**src/rtl/jc_pkg.sv**
```systemverilog
package jc_pkg;
  typedef enum logic [1:0] {
    LAMP_RED    = 2'd0,
    LAMP_YELLOW = 2'd1,
    LAMP_GREEN  = 2'd2
  } lamp_t;

  typedef enum logic [1:0] {
    PH_ALLRED = 2'd0,
    PH_GO     = 2'd1,
    PH_CLEAR  = 2'd2
  } phase_t;

  localparam int N_MOV = 3;
  localparam int IDX_W = 2;
endpackage

```
**src/rtl/jc_rr_pick.sv**
```systemverilog
module jc_rr_pick #(
  parameter int N     = 3,
  parameter int IDX_W = 2
) (
  input  logic [N-1:0]     req,
  input  logic [IDX_W-1:0] last,
  output logic             found,
  output logic [IDX_W-1:0] grant
);
  logic [IDX_W-1:0] cand [1:N];

  for (genvar k = 1; k <= N; k++) begin : g_cand
    localparam int KK = k;
    always_comb begin
      int s;
      s = int'(last) + KK;
      if (s >= N) s = s - N;
      cand[k] = IDX_W'(s);
    end
  end

  always_comb begin
    found = 1'b0;
    grant = '0;
    for (int k = N; k >= 1; k--) begin
      if (req[cand[k]]) begin
        found = 1'b1;
        grant = cand[k];
      end
    end
  end
endmodule

```
**src/rtl/jc_age_counter.sv**
```systemverilog
module jc_age_counter #(
  parameter int LIMIT = 9,
  parameter int W     = 4
) (
  input  logic         clk,
  input  logic         rst_n,
  input  logic         clr,
  input  logic         en,
  output logic [W-1:0] age
);
  always_ff @(posedge clk or negedge rst_n) begin
    if (!rst_n)                            age <= '0;
    else if (clr)                          age <= '0;
    else if (en && age != W'(LIMIT))       age <= age + 1'b1;
  end
endmodule

```
**src/rtl/jc_head_decode.sv**
```systemverilog
module jc_head_decode
  import jc_pkg::*;
#(
  parameter int N     = 3,
  parameter int IDX_W = 2
) (
  input  phase_t           phase,
  input  logic [IDX_W-1:0] cur,
  output lamp_t            lamp [N]
);
  for (genvar h = 0; h < N; h++) begin : g_head
    always_comb begin
      lamp[h] = LAMP_RED;
      if (cur == IDX_W'(h)) begin
        if (phase == PH_GO)         lamp[h] = LAMP_GREEN;
        else if (phase == PH_CLEAR) lamp[h] = LAMP_YELLOW;
      end
    end
  end
endmodule

```
**src/rtl/junction_ctrl.sv**
```systemverilog
module junction_ctrl
  import jc_pkg::*;
#(
  parameter int MIN_GREEN  = 5,
  parameter int MAX_GREEN  = 10,
  parameter int YELLOW_LEN = 2
) (
  input  logic       clk,
  input  logic       rst_n,
  input  logic       sense_ew_thru,
  input  logic       sense_ew_turn,
  input  logic       sense_ns,
  output logic [1:0] lamp_ew_thru,
  output logic [1:0] lamp_ew_turn,
  output logic [1:0] lamp_ns
);
  localparam int G_W = $clog2(MAX_GREEN + 1);
  localparam int Y_W = $clog2(YELLOW_LEN + 1);

  phase_t           phase;
  logic [IDX_W-1:0] cur;
  logic [N_MOV-1:0] req;
  logic [N_MOV-1:0] cur_mask;
  logic             conflict, own;
  logic             end_green, end_yellow;
  logic             pick_ok;
  logic [IDX_W-1:0] pick_idx;
  logic [G_W-1:0]   g_age;
  logic [Y_W-1:0]   y_age;
  lamp_t            lamp [N_MOV];

  assign req = {sense_ns, sense_ew_turn, sense_ew_thru};

  always_comb begin
    cur_mask = '0;
    cur_mask[cur] = 1'b1;
  end

  assign conflict = |(req & ~cur_mask);
  assign own      = req[cur];

  jc_age_counter #(.LIMIT(MAX_GREEN - 1), .W(G_W)) u_green_age (
    .clk(clk), .rst_n(rst_n),
    .clr(phase != PH_GO), .en(phase == PH_GO), .age(g_age)
  );

  jc_age_counter #(.LIMIT(YELLOW_LEN - 1), .W(Y_W)) u_yellow_age (
    .clk(clk), .rst_n(rst_n),
    .clr(phase != PH_CLEAR), .en(phase == PH_CLEAR), .age(y_age)
  );

  jc_rr_pick #(.N(N_MOV), .IDX_W(IDX_W)) u_pick (
    .req(req), .last(cur), .found(pick_ok), .grant(pick_idx)
  );

  assign end_green  = conflict && (g_age >= G_W'(MIN_GREEN - 1)) &&
                      (!own || g_age == G_W'(MAX_GREEN - 1));
  assign end_yellow = (y_age == Y_W'(YELLOW_LEN - 1));

  always_ff @(posedge clk or negedge rst_n) begin
    if (!rst_n) begin
      phase <= PH_ALLRED;
      cur   <= IDX_W'(N_MOV - 1);
    end else begin
      unique case (phase)
        PH_ALLRED: if (pick_ok) begin
          phase <= PH_GO;
          cur   <= pick_idx;
        end
        PH_GO: if (end_green) phase <= PH_CLEAR;
        PH_CLEAR: if (end_yellow) begin
          if (pick_ok) begin
            phase <= PH_GO;
            cur   <= pick_idx;
          end else begin
            phase <= PH_ALLRED;
          end
        end
        default: phase <= PH_ALLRED;
      endcase
    end
  end

  jc_head_decode #(.N(N_MOV), .IDX_W(IDX_W)) u_decode (
    .phase(phase), .cur(cur), .lamp(lamp)
  );

  assign lamp_ew_thru = lamp[0];
  assign lamp_ew_turn = lamp[1];
  assign lamp_ns      = lamp[2];

  // Safety: never two heads away from red.
  assert_single_head_R2: assert property (@(posedge clk) disable iff (!rst_n)
    $countones({lamp_ew_thru != 2'd0, lamp_ew_turn != 2'd0, lamp_ns != 2'd0}) <= 1);

  assert_min_green_R3: assert property (@(posedge clk) disable iff (!rst_n)
    (phase == PH_CLEAR && $past(phase) == PH_GO) |-> $past(g_age) >= G_W'(MIN_GREEN - 1));

  assert_max_cut_R4: assert property (@(posedge clk) disable iff (!rst_n)
    (phase == PH_GO && conflict && g_age == G_W'(MAX_GREEN - 1)) |=> phase == PH_CLEAR);

  assert_gap_out_R5: assert property (@(posedge clk) disable iff (!rst_n)
    (phase == PH_GO && conflict && !own && g_age >= G_W'(MIN_GREEN - 1)) |=> phase == PH_CLEAR);

  assert_hold_R6: assert property (@(posedge clk) disable iff (!rst_n)
    (phase == PH_GO && !conflict) |=> (phase == PH_GO && $stable(cur)));

  for (genvar h = 0; h < N_MOV; h++) begin : g_seq_chk
    assert_yellow_after_green_R7: assert property (@(posedge clk) disable iff (!rst_n)
      $past(lamp[h] == LAMP_GREEN) && lamp[h] != LAMP_GREEN |-> lamp[h] == LAMP_YELLOW);
  end
endmodule

```
**config.mk**
```make
export PLATFORM = sky130hd
export DESIGN_NAME = junction_ctrl
export DESIGN_NICKNAME = d
export VERILOG_FILES = /design/src/rtl/jc_pkg.sv /design/src/rtl/jc_rr_pick.sv /design/src/rtl/jc_age_counter.sv /design/src/rtl/jc_head_decode.sv /design/src/rtl/junction_ctrl.sv
export SDC_FILE = /design/constraint.sdc
export NUM_CORES = 1
export LEC_CHECK = 0
export BUFFER_PORTS_ARGS = -buffer_cell sky130_fd_sc_hd__buf_4
export CORE_ASPECT_RATIO = 1.1
export CORE_MARGIN = 10
export CORE_UTILIZATION = 35
export DETAILED_ROUTE_END_ITERATION = 6
export GPL_ROUTABILITY_DRIVEN = 0
export PLACE_DENSITY_LB_ADDON = 0.05
export SLEW_MARGIN = 10
export SYNTH_ARGS = -nofsm -noshare
export SYNTH_HDL_FRONTEND = slang
export SYNTH_SLANG_ARGS = --single-unit
export TNS_END_PERCENT = 50
```
**constraint.sdc**
```tcl
create_clock -name clk -period 5.2 [get_ports clk]
set_input_delay 1.04 -clock clk [delete_from_list [all_inputs] [get_ports clk]]
set_output_delay 1.04 -clock clk [all_outputs]
set_load 0.01 [all_outputs]
```
Word-level counts from Yosys, hierarchy flattened
Cells that the tools add are included.
{"block": "classes", "add_sub_neg": 8, "n_lt_le_gt_ge": 9, "n_eq_ne": 13, "muxes": 36, "bitwise": 2, "n_reduce_logical": 15}
{"op": "$mux W2", "count": 17}
{"op": "$lt A2 B3 Y1 const B", "count": 4}
{"op": "$mux W1", "count": 10}
{"op": "$ge A3 B2 Y1 const B", "count": 3}
{"op": "$bmux W1 S2", "count": 4}
{"op": "$mux W4", "count": 2}
{"op": "$ne A2 B2 Y1 const B", "count": 4}
{"op": "$add A2 B2 Y3 const B", "count": 2}
{"op": "$eq A2 B1 Y1 const B", "count": 3}
{"op": "$pmux W2 S3", "count": 1}
{"op": "$reduce_bool A2 Y1", "count": 3}
{"op": "$sub A2 B1 Y2 const B", "count": 3}
{"op": "$logic_and A1 B1 Y1", "count": 5}
{"op": "$add A4 B1 Y4 const B", "count": 1}
{"op": "$eq A2 B2 Y1 const B", "count": 2}
{"op": "$eq A4 B4 Y1 const B", "count": 1}
{"op": "$ge A4 B3 Y1 const B", "count": 1}
{"op": "$logic_not A2 Y1", "count": 2}
{"op": "$ne A2 B1 Y1 const B", "count": 2}
{"op": "$ne A4 B4 Y1 const B", "count": 1}
{"op": "$pmux W2 S2", "count": 1}
{"op": "$add A2 B1 Y3 const B", "count": 1}
{"op": "$and A3 B3 Y3", "count": 1}
{"op": "$not A3 Y3", "count": 1}
{"op": "other kinds (8)", "count": 8}
{"block": "totals", "register_bits": 10, "input_bits": 5, "output_inout_bits": 6, "wordCells": 87}

Longest topological paths before layout
Gate-level depths: netlist (run 1).
{"block": "depth", "ltp_word": 11, "depth_mapped": 8, "depth_no_buf": 6}

By module
A second synthesis (run 1) with hierarchy kept.
{"block": "hier_totals", "cells_unflattened": 86, "hier_area_um2": 854.6}
{"mod": "junction_ctrl", "n_inst": 1, "cells_per_inst": 26, "area_each_um2": 286.5, "seq_area_each_um2": 101.3}
{"mod": "jc_age_counter at u_green_age", "n_inst": 1, "cells_per_inst": 22, "area_each_um2": 232.7, "seq_area_each_um2": 100.1}
{"mod": "jc_rr_pick", "n_inst": 1, "cells_per_inst": 22, "area_each_um2": 153.9, "seq_area_each_um2": 0.0}
{"mod": "jc_age_counter at u_yellow_age", "n_inst": 1, "cells_per_inst": 10, "area_each_um2": 113.9, "seq_area_each_um2": 50.0}
{"mod": "jc_head_decode", "n_inst": 1, "cells_per_inst": 6, "area_each_um2": 67.6, "seq_area_each_um2": 0.0}

Worst setup path before layout (run 1)
OpenSTA, ideal clock, no wires.
{"block": "synth_path", "kind": "register to output", "startpoint": "register cur[0]", "endpoint": "output port lamp_ns[0]", "arrival_time_ns": 1.091, "required_ns": 4.160, "path_slack_ns": 3.069, "path_stages_with_launch": 6, "n_path_buf": 2, "path_cell_list": "dfrtp_1 > buf_2 > inv_1 > ha_1 > buf_6 > and2_1"}
{"block": "synth_via", "elab_chain_cells": 2}
{"element": "start, declared", "line": "junction_ctrl.sv:21", "text": "logic [IDX_W-1:0] cur;"}
{"element": "start signal, assigned", "line": "junction_ctrl.sv:63", "text": "cur <= IDX_W'(N_MOV - 1);"}
{"element": "start signal, assigned", "line": "junction_ctrl.sv:68", "text": "cur <= pick_idx;"}
{"element": "start signal, assigned", "line": "junction_ctrl.sv:74", "text": "cur <= pick_idx;"}
{"element": "$eq A2 B2 Y1", "line": "jc_head_decode.sv:14", "text": "if (cur == IDX_W'(h)) begin"}
{"element": "$mux W2", "line": "jc_head_decode.sv:14"}
{"element": "end, declared", "line": "junction_ctrl.sv:15", "text": "output logic [1:0] lamp_ns"}
No other way between the ends.

Worst setup path in the final report (run 1)
Ends and elaborated chain as after synthesis.

==> results.md, run 1 <==
- Status: completed
- Crit-path slowest cell: dfrtp_1
- Critical path's top delay family: flip-flops
- Power density over the cells: between 500 and 600 nW/um^2
- Syn_nets: 101
- Synth warn: 0
- Final wirelength: 1680 um
- Die Width: 66.7 um
- Mean Syn Cell Area: 9.54 sq um
- Critical path class: reg2out
- # rows: 18
- Required time of the critical path: 4.16 ns
- Cts repair resizes: 0
- Buf/Inv on CP: 2
- GRT Total Usage: 7.69%
- Clock Tree Root: clkbuf_4
- R2R cell count: 6
- Initial Util: 36.9%
- LEAKAGE: about 0.46 nW
- Final WS setup: 2.50 ns
- Fin nets: 113
- Post-route DRC: 0
- Fin. Hold Viols: 0
- Vias in the first global route: 665
- Yosys top cell area share: 26.8%
- GR Overflow Total: 0
- Largest family of logic cells by synthesized area: simple AND/OR/NAND/NOR gates
- Slew HR: 74.4%
- Sum Neg Setup Slack: 0 ns
- Main synth FF type: dfrtp_1
- Pwr Total: between 0.5 and 0.6 mW
- Final setup violating endpoints: 0
- Min Tclk post-route: 2.70 ns
- Post-synthesis mux area share: 7.30%
- Crit-path max cell delay: 0.58 ns
- Fin crit share: 51.9%
- Clock Skew: around 0.0021 ns
- RSZ-0062 raised after global routing: false
- Die area: 4760 sq um
- Worst-Skew Late Latency: around 0.27 ns
- Starting DRT DRC Count: 19
- Synth Area in Simple Gates: between 20% and 30%
- Area contributors post-synth: dfrtp_1 (27%), ha_1 (12%), nor2_1 (4.9%)
- Max Fclk: roughly 0.37 GHz
- ANT nets after route: 0
- Mapped Cells: 88
- H-tree depth: 1
- Cell Area, Synth: 840 sq um
- Antenna cells: 0
- Xor/xnor share of the synthesized area: 3.13%
- Worst-Margin Slew: 0.384 ns
- Clock Tree Buf Depth: 2
- Post-synth EDFFs: 0
- Vias: 628
- Max-slew violations: 0
- Flop-to-flop setup slack: 2.77 ns
- Post-synth top cells: nor2_1 (11), dfrtp_1 (9), inv_1 (9), ha_1 (8), and2_1 (6)
- Post-DR vias/cell: just under 5
- Drt pass-1 iters: 3
- Max rail drop VDD: 0.202 mV
- Non-filler instance count after layout: ~130
- DP Cell Count: 125
- Area Growth Syn to Fin: 14.5%
- Area share of fa/ha/maj cells after synthesis: roughly an eighth
- Largest net degree at the start of global routing: 13
- Sequential cell area fraction in the yosys report: 30.0%
- Pre-CTS setup slack: about 2.8 ns
- PortBufs: 10
- Reg-to-reg critical path endpoint: cur[0]
- CTS tree: yes
- Crit. End Element: output pin
- Worst EP arrival: 1.66 ns
- Post-synth cell types: 37
- Worst min path class: reg2reg
- Core footprint: 2270 sq um
- CTS Hold Bufs: 0
- Clock buffer count from CTS: 3
- Setup bufs post-CTS: 0
- Most numerous cell in the Yosys netlist: nor2_1
- Hold path start: u_yellow_age.age[1]
- Worst-path fanout max: 12
- RR Startpoint: cur[0]
- Number of cells on the critical path: 4
- Max capacitance violation total: 0
- CP Launch Type: register
- CP cell instances: inv_1, ha_1, and2_1, buf_4
- Initial antenna violation count: 0
- Reg clk slew, reported paths: 0.07 ns
- DIE HEIGHT: slightly above 70 um
- Io pins: 11
- Layout Utilization: 42.2%
- WL/cell: approximately 13 um
- Fraction of registers with async set/reset: 100%
- FF+latch count, synth: 10
- Worst setup path start: cur[0]
- Global-route wire length before repair: around 3000 um
- Compound-Gate Fraction of Synth Area: around a fifth
- Layout cells sized above 1: around 24%
- Final HPWL DP: around 1300 um
- Clock sinks: 10
- Post-synth top area cell: dfrtp_1
- Critical path capture point: lamp_ns[0]
==> per-stage QoR <==
stage | hold slack, ns | cell area (sq um)
finish | 0.516 | 961
global route | 0.577 | 961
CTS | 0.526 | 961
detailed placement | 0.509 | 925
global placement | 0.505 | 925
floorplan | 0.480 | 840
==> cells by family (layout without fill, tap and decap cells) <==
group,count (synthesis),count (layout)
AOI/OAI and AO/OA,18,18
adders and majority gates,8,8
buffers and inverters,12,23
xor gates and xnor gates,3,3
DFF,10,10
and+or+nand+nor,32,32
muxes,5,5
==> power by group <==
group,internal [mW],switching [mW],total [mW],leakage [nW]
clock,0.0425,0.0288,0.0713,0.0210
sequential,0.107,0.0349,0.142,0.127
combinational,0.152,0.160,0.312,0.313
==> per-layer routing <==
metal / global-route usage, % / up-vias / wire length (um)
met5: 0 / - / 0
met4: 3.96 / 0 / 22
met2: 11.3 / 11 / 706
met1: 9.84 / 294 / 850
met3: 2.18 / 4 / 102
li1: - / 319 / -
==> layout make-up <==
type                       count  area [sq um]
clock buffer                   4          36.3
fill                         248          1310
inverter                       9          33.8
multi-input combinational     66           527
sequential                    10           251
tap                           30          37.5
timing repair buffer          10          75.1
==> worst min-delay path by stage <==
stage / to / slack, ns / cells past startpoint
finish: u_yellow_age.age[1] / 0.52 / 2
global route: cur[0] / 0.58 / 1
CTS: u_yellow_age.age[1] / 0.53 / 2
detailed placement: u_yellow_age.age[1] / 0.51 / 2
global placement: u_yellow_age.age[1] / 0.50 / 2
floorplan: u_yellow_age.age[1] / 0.48 / 2
==> sequential cells by signal, summed over array words and instances, names as in the netlist <==
register / count
u_green_age.age: 4
u_yellow_age.age: 2
cur: 2
phase: 2
==> worst register-to-register path, cell delays in order (launching register included) <==
cell and delay (ns):
dfrtp_1 0.58, inv_1 0.15, ha_1 0.53, mux2i_1 0.23, a2bb2oi_1 0.12, a311oi_4 0.39
mux2_4 0.33
==> layout by cell type, fill, tap and decap left out, drive strengths merged, types with 2 or more instances in the layout <==
master and instances:
and2 7, ha 8, mux2i 2, o21ai 2, nand2b 2, buf 10, xor2 2, dfrtp 9
nor2 11, o21a 3, mux2 3, o221ai 3, clkbuf 4, nor2b 2, nand2 5, inv 9
No activity file was read; power rests on OpenSTA's default activity.
==> inputs of run 2 (changes only) <==
==> constraint.sdc (replaced) <==
create_clock -name clk -period 2.5 [get_ports clk]
set_input_delay 0.5 -clock clk [delete_from_list [all_inputs] [get_ports clk]]
set_output_delay 0.5 -clock clk [all_outputs]
set_load 0.01 [all_outputs]
==> run 2 against run 1 <==
Net effect: core utilization rose by 0.66 points; via count grew 1.9%; first-iteration DRC count did not move; die area unchanged; global-route usage is 0.31 points higher; clock-buffer cell count unchanged; non-clock buffer count increased by 2; combinational power rose by 120%; sequential share of layout area fell by 0.40 points; sequential power is 96% higher; largest power group unchanged.
==> results.md, run 2 (synthesis results as in run 1) <==
- Status: completed
- # rows: 18
- RR Startpoint: cur[1]
- Non-filler instance count after layout: 131
- Worst EP arrival: around 2.3 ns
- Clock Tree Buf Depth: 2
- DP Cell Count: 127
- DIE HEIGHT: 71.4 um
- Critical path class: reg2reg
- Initial Util: 36.9%
- GRT Total Usage: 8.00%
- Worst setup path start: cur[1]
- Die Width: 66.7 um
- Fin. Hold Viols: 0
- Final setup violating endpoints: 0
- Most common cell after layout, fill and taps aside: buf_4
- Cts repair resizes: 0
- Vias in the first global route: 650
- Largest net degree at the start of global routing: 12
- # fillers: 236
- Fin nets: 115
- Largest Register: u_green_age.age
- Reg clk slew, reported paths: ~0.08 ns
- Max Fclk: 0.457 GHz
- LEAKAGE: 0.471 nW
- Starting DRT DRC Count: 19
- Final wirelength: around 1700 um
- Max rail drop VDD: 0.623 mV
- Clock buffer count from CTS: 3
- Layout cells sized above 1: 25.7%
- Die area: 4760 sq um
- Setup bufs post-CTS: 0
- Final HPWL DP: 1330 um
- Min Tclk post-route: 2.19 ns
- GR Overflow Total: 0
- Worst-path fanout max: 7
- Worst-Skew Late Latency: between 0.2 and 0.3 ns
- Drt pass-1 iters: 4
- Max capacitance violation total: 0
- Fin crit share: 87.5%
- Initial antenna violation count: 0
- Power density over the cells: 1140 nW/um^2
- CP Launch Type: register
- Pre-CTS setup slack: 0.311 ns
- Post-DR vias/cell: 4.89
- Clock sinks: 10
- Antenna cells: 0
- ANT nets after route: 0
- Worst-Margin Slew: 0.322 ns
- WL/cell: 13.1 um
- Slew HR: approximately four fifths
- Max-slew violations: 0
- Clock Tree Root: clkbuf_4
- Sum Neg Setup Slack: 0 ns
- Reg area: 251 sq um
- Design Area, Final: 976 sq um
- Final WS setup: 0.313 ns
- RSZ-0062 raised after global routing: false
- Required time of the critical path: 2.65 ns
- Core footprint: 2270 sq um
- Worst min path class: in2async
- Max FFs per register: 4
- CTS Hold Bufs: 0
- Vias: 640
- Area after DPL: 940 sq um
- Io pins: 11
- Multi-input gate area: 527 sq um
- Most frequent cells in the layout: buf_4 (12), nor2_1 (11), inv_1 (9), dfrtp_1 (9), ha_1 (8)
- CTS tree: yes
- Crit. End Element: register
- Clock Skew: 0.00745 ns
- Area Growth Syn to Fin: 16.2%
- Global-route wire length before repair: 3040 um
- PortBufs: 10
- H-tree depth: 1
- Post-route DRC: 0
[run 2: changes by cell type in the layout (fill, tap and decap cells not counted)]
cell	before	now
buf_4	10	12
[run 2: worst max-delay path, stage by stage (launching register included)]
cell      delay [ns]
dfstp_2         0.53
inv_1           0.11
ha_1            0.36
buf_4           0.18
nor2_1          0.18
a22oi_4         0.09
a311oi_4        0.30
mux2_4          0.33
[run 2: worst paths after layout]
path	endpoint	slack (ns)	cells after the start
worst min-delay path	u_yellow_age.age[1]	0.04	1
worst max register to register	cur[0]	0.31	7
worst max-delay path	cur[0]	0.31	7
min in group clk	u_yellow_age.age[1]	0.52	2
worst min register to register	u_yellow_age.age[1]	0.52	2
max in group asynchronous	cur[1]	2.23	1
[run 2: per-stage QoR]
stage               hold WS (ns)  power, mW  util (%)
finish                    0.0445       1.12      42.9
global placement           0.341      0.976      41.3
floorplan                  0.204      0.826         -
global route              0.0393       1.23      42.9
CTS                       0.0424       1.14      42.9
detailed placement         0.342      0.976      41.3
[run 2: metal layers]
layer	global-route usage (%)	part of all wire (%)
met5	0	0
met4	3.50	1.2
met3	3.11	6.7
met2	12.2	45
met1	9.56	47
[run 2: layout make-up]
cell class,instances,share of cell area (%)
Inverter,9,3.46
Multi-Input combinational cell,66,54.0
Clock buffer,4,3.72
Timing Repair Buffer,12,9.23
Sequential cell,10,25.8
Tap cell,30,3.85
[run 2: power breakdown]
part           leakage (nW)  internal [mW]  switching [mW]  total [mW]
sequential            0.127          0.223          0.0560       0.279
combinational         0.323          0.337           0.351       0.687
clock                0.0210         0.0884          0.0613       0.150
total                 0.471          0.648           0.468        1.12
==> inputs of run 3 (changes only) <==
--- a/config.mk
+++ b/config.mk
@@ -8,7 +8,7 @@
 export BUFFER_PORTS_ARGS = -buffer_cell sky130_fd_sc_hd__buf_4
 export CORE_ASPECT_RATIO = 1.1
 export CORE_MARGIN = 10
-export CORE_UTILIZATION = 35
+export CORE_UTILIZATION = 41
 export DETAILED_ROUTE_END_ITERATION = 6
 export GPL_ROUTABILITY_DRIVEN = 0
 export PLACE_DENSITY_LB_ADDON = 0.05
==> run 3 against run 2 <==
Net effect: power down 2.5%; global-route usage up 0.94 points; sequential share of layout area up 0.33 points; register-to-register slack better by 0.04 ns; non-clock buffer count unchanged; flip-flop and latch count unchanged; fmax up 1.7%; clock power down 19%; die area down 11%; critical path depth down 1; via count down 1.6%.
==> results.md, run 3 (synthesis results as in run 1) <==
- RSZ-0062 raised after global routing: false
- Flop-to-flop setup slack: ~0.35 ns
- # rows: 17
- GR Overflow Total: 0
- Io pins: 11
- Die Width: 63.1 um
- CP Launch Type: register
- Sum Neg Setup Slack: 0 ns
- Layout Utilization: 48.7%
- Most common cell after layout, fill and taps aside: buf_4
- Clock Skew: 0.0111 ns
- Global-route wire length before repair: 3000 um
- Required time of the critical path: 2.65 ns
- Initial antenna violation count: 0
- Vias in the first global route: 626
- H-tree depth: 1
- Crit-path slowest cell: dfstp_2
- R2R cell count: 6
- Fin nets: ~120
- CTS Hold Bufs: 0
- Post-route DRC: 0
- Max Fclk: between 0.4 and 0.5 GHz
- Final setup violating endpoints: 0
- DIE HEIGHT: about 67 um
- Crit. End Element: register
- WL/cell: 13.5 um
- Clock Tree Buf Depth: 2
- Layout cells sized above 1: between 20% and 30%
- Worst min path class: in2async
- Starting DRT DRC Count: 18
- Die area: 4260 sq um
- Final wirelength: 1740 um
- Crit-path max cell delay: 0.53 ns
- CTS tree: yes
- Worst-path fanout max: 9
- Clock Tree Root: clkbuf_4
- Largest Register: u_green_age.age
- Max capacitance violation total: 0
- Initial Util: 42.4%
- Clock buffer count from CTS: 3
- Fin. Hold Viols: 0
- Min Tclk post-route: between 2 and 2.5 ns
- Buf/Inv on CP: 2
- WHS: between 0.04 and 0.05 ns
- Status: completed
- Fin crit share: 86.0%
- GRT Total Usage: under 10%
- Worst-Margin Slew: 0.305 ns
- Power density over the cells: 1130 nW/um^2
- Reg clk slew, reported paths: 0.08 ns
- Post-DR vias/cell: 4.88
- Critical path class: reg2reg
- CP cell instances: inv_1, ha_1, buf_4, a2bb2oi_1, a311oi_4, mux2_4
- Pre-CTS setup slack: around 0.35 ns
- Vias: 630
- Worst-Skew Late Latency: 0.27 ns
- Pwr Total: approximately 1.1 mW
- Setup bufs post-CTS: 0
- RR Startpoint: cur[1]
- ANT nets after route: 0
- Largest net degree at the start of global routing: 12
- Max rail drop VDD: between 0.5 and 0.6 mV
- Design Area, Final: 963 sq um
- Cts repair resizes: 0
- Clock sinks: 10
- PortBufs: 10
- Max FFs per register: 4
- Max-slew violations: 0
- Non-filler instance count after layout: about 130
- DP Cell Count: between 100 and 150
- LEAKAGE: 0.465 nW
- Area after DPL: 937 sq um
- Number of cells on the critical path: 6
- Final WS setup: approximately 0.35 ns
- Final HPWL DP: between 1000 and 1500 um
- Core footprint: between 1500 and 2000 sq um
- Reg-to-reg critical path endpoint: cur[0]
- Worst EP arrival: 2.30 ns
- Most frequent cells in the layout: buf_4 (12), nor2_1 (11), inv_1 (9), dfrtp_1 (9), ha_1 (8)
- Critical path's top delay family: compound AO/OA/AOI/OAI gates
- Antenna cells: 0
- Slew HR: 79.7%
- Drt pass-1 iters: 4
- Area Growth Syn to Fin: 14.8%
run 3: worst register-to-register path: cells and delay by family (launching register included):
| family | cells | cell delay (ns) |
|---|---|---|
| compound gates | 2 | 0.56 |
| fa+ha+maj | 1 | 0.33 |
| buf+inv | 2 | 0.30 |
| flops | 1 | 0.53 |
| mux | 1 | 0.33 |
run 3: final cells by class:
type,count,area [sq um]
flip-flops and latches,10,251
inverters,9,33.8
repair buffers,12,90.1
fillers,199,1010
well taps,28,35.0
multi-input cells,66,527
clock buffers,4,26.3
run 3: layer usage:
layer | track usage (%) | wire length, um | vias up
met4 | 6.70 | 51 | 0
met5 | 0 | 0 | -
met3 | 1.82 | 37 | 4
li1 | - | - | 323
met1 | 9.63 | 773 | 295
met2 | 15.5 | 875 | 8
run 3: how the worst max path moves through the flow:
stage / end / slack (ns) / startpoint
after floorplan: cur[0] / 0.40 / cur[0]
after global placement: cur[0] / 0.40 / cur[1]
after detailed placement: cur[0] / 0.35 / cur[1]
after CTS: cur[0] / 0.34 / cur[1]
after global routing: cur[0] / 0.25 / cur[1]
final: cur[0] / 0.35 / cur[1]
run 3: report_power, final:
| group | total, mW | switching, mW | leakage (nW) | internal (mW) |
|---|---|---|---|---|
| Clock | 0.121 | 0.0591 | 0.0150 | 0.0617 |
| Sequential | 0.282 | 0.0590 | 0.127 | 0.223 |
| Combinational | 0.685 | 0.350 | 0.323 | 0.335 |
| Total | 1.09 | 0.468 | 0.465 | 0.620 |
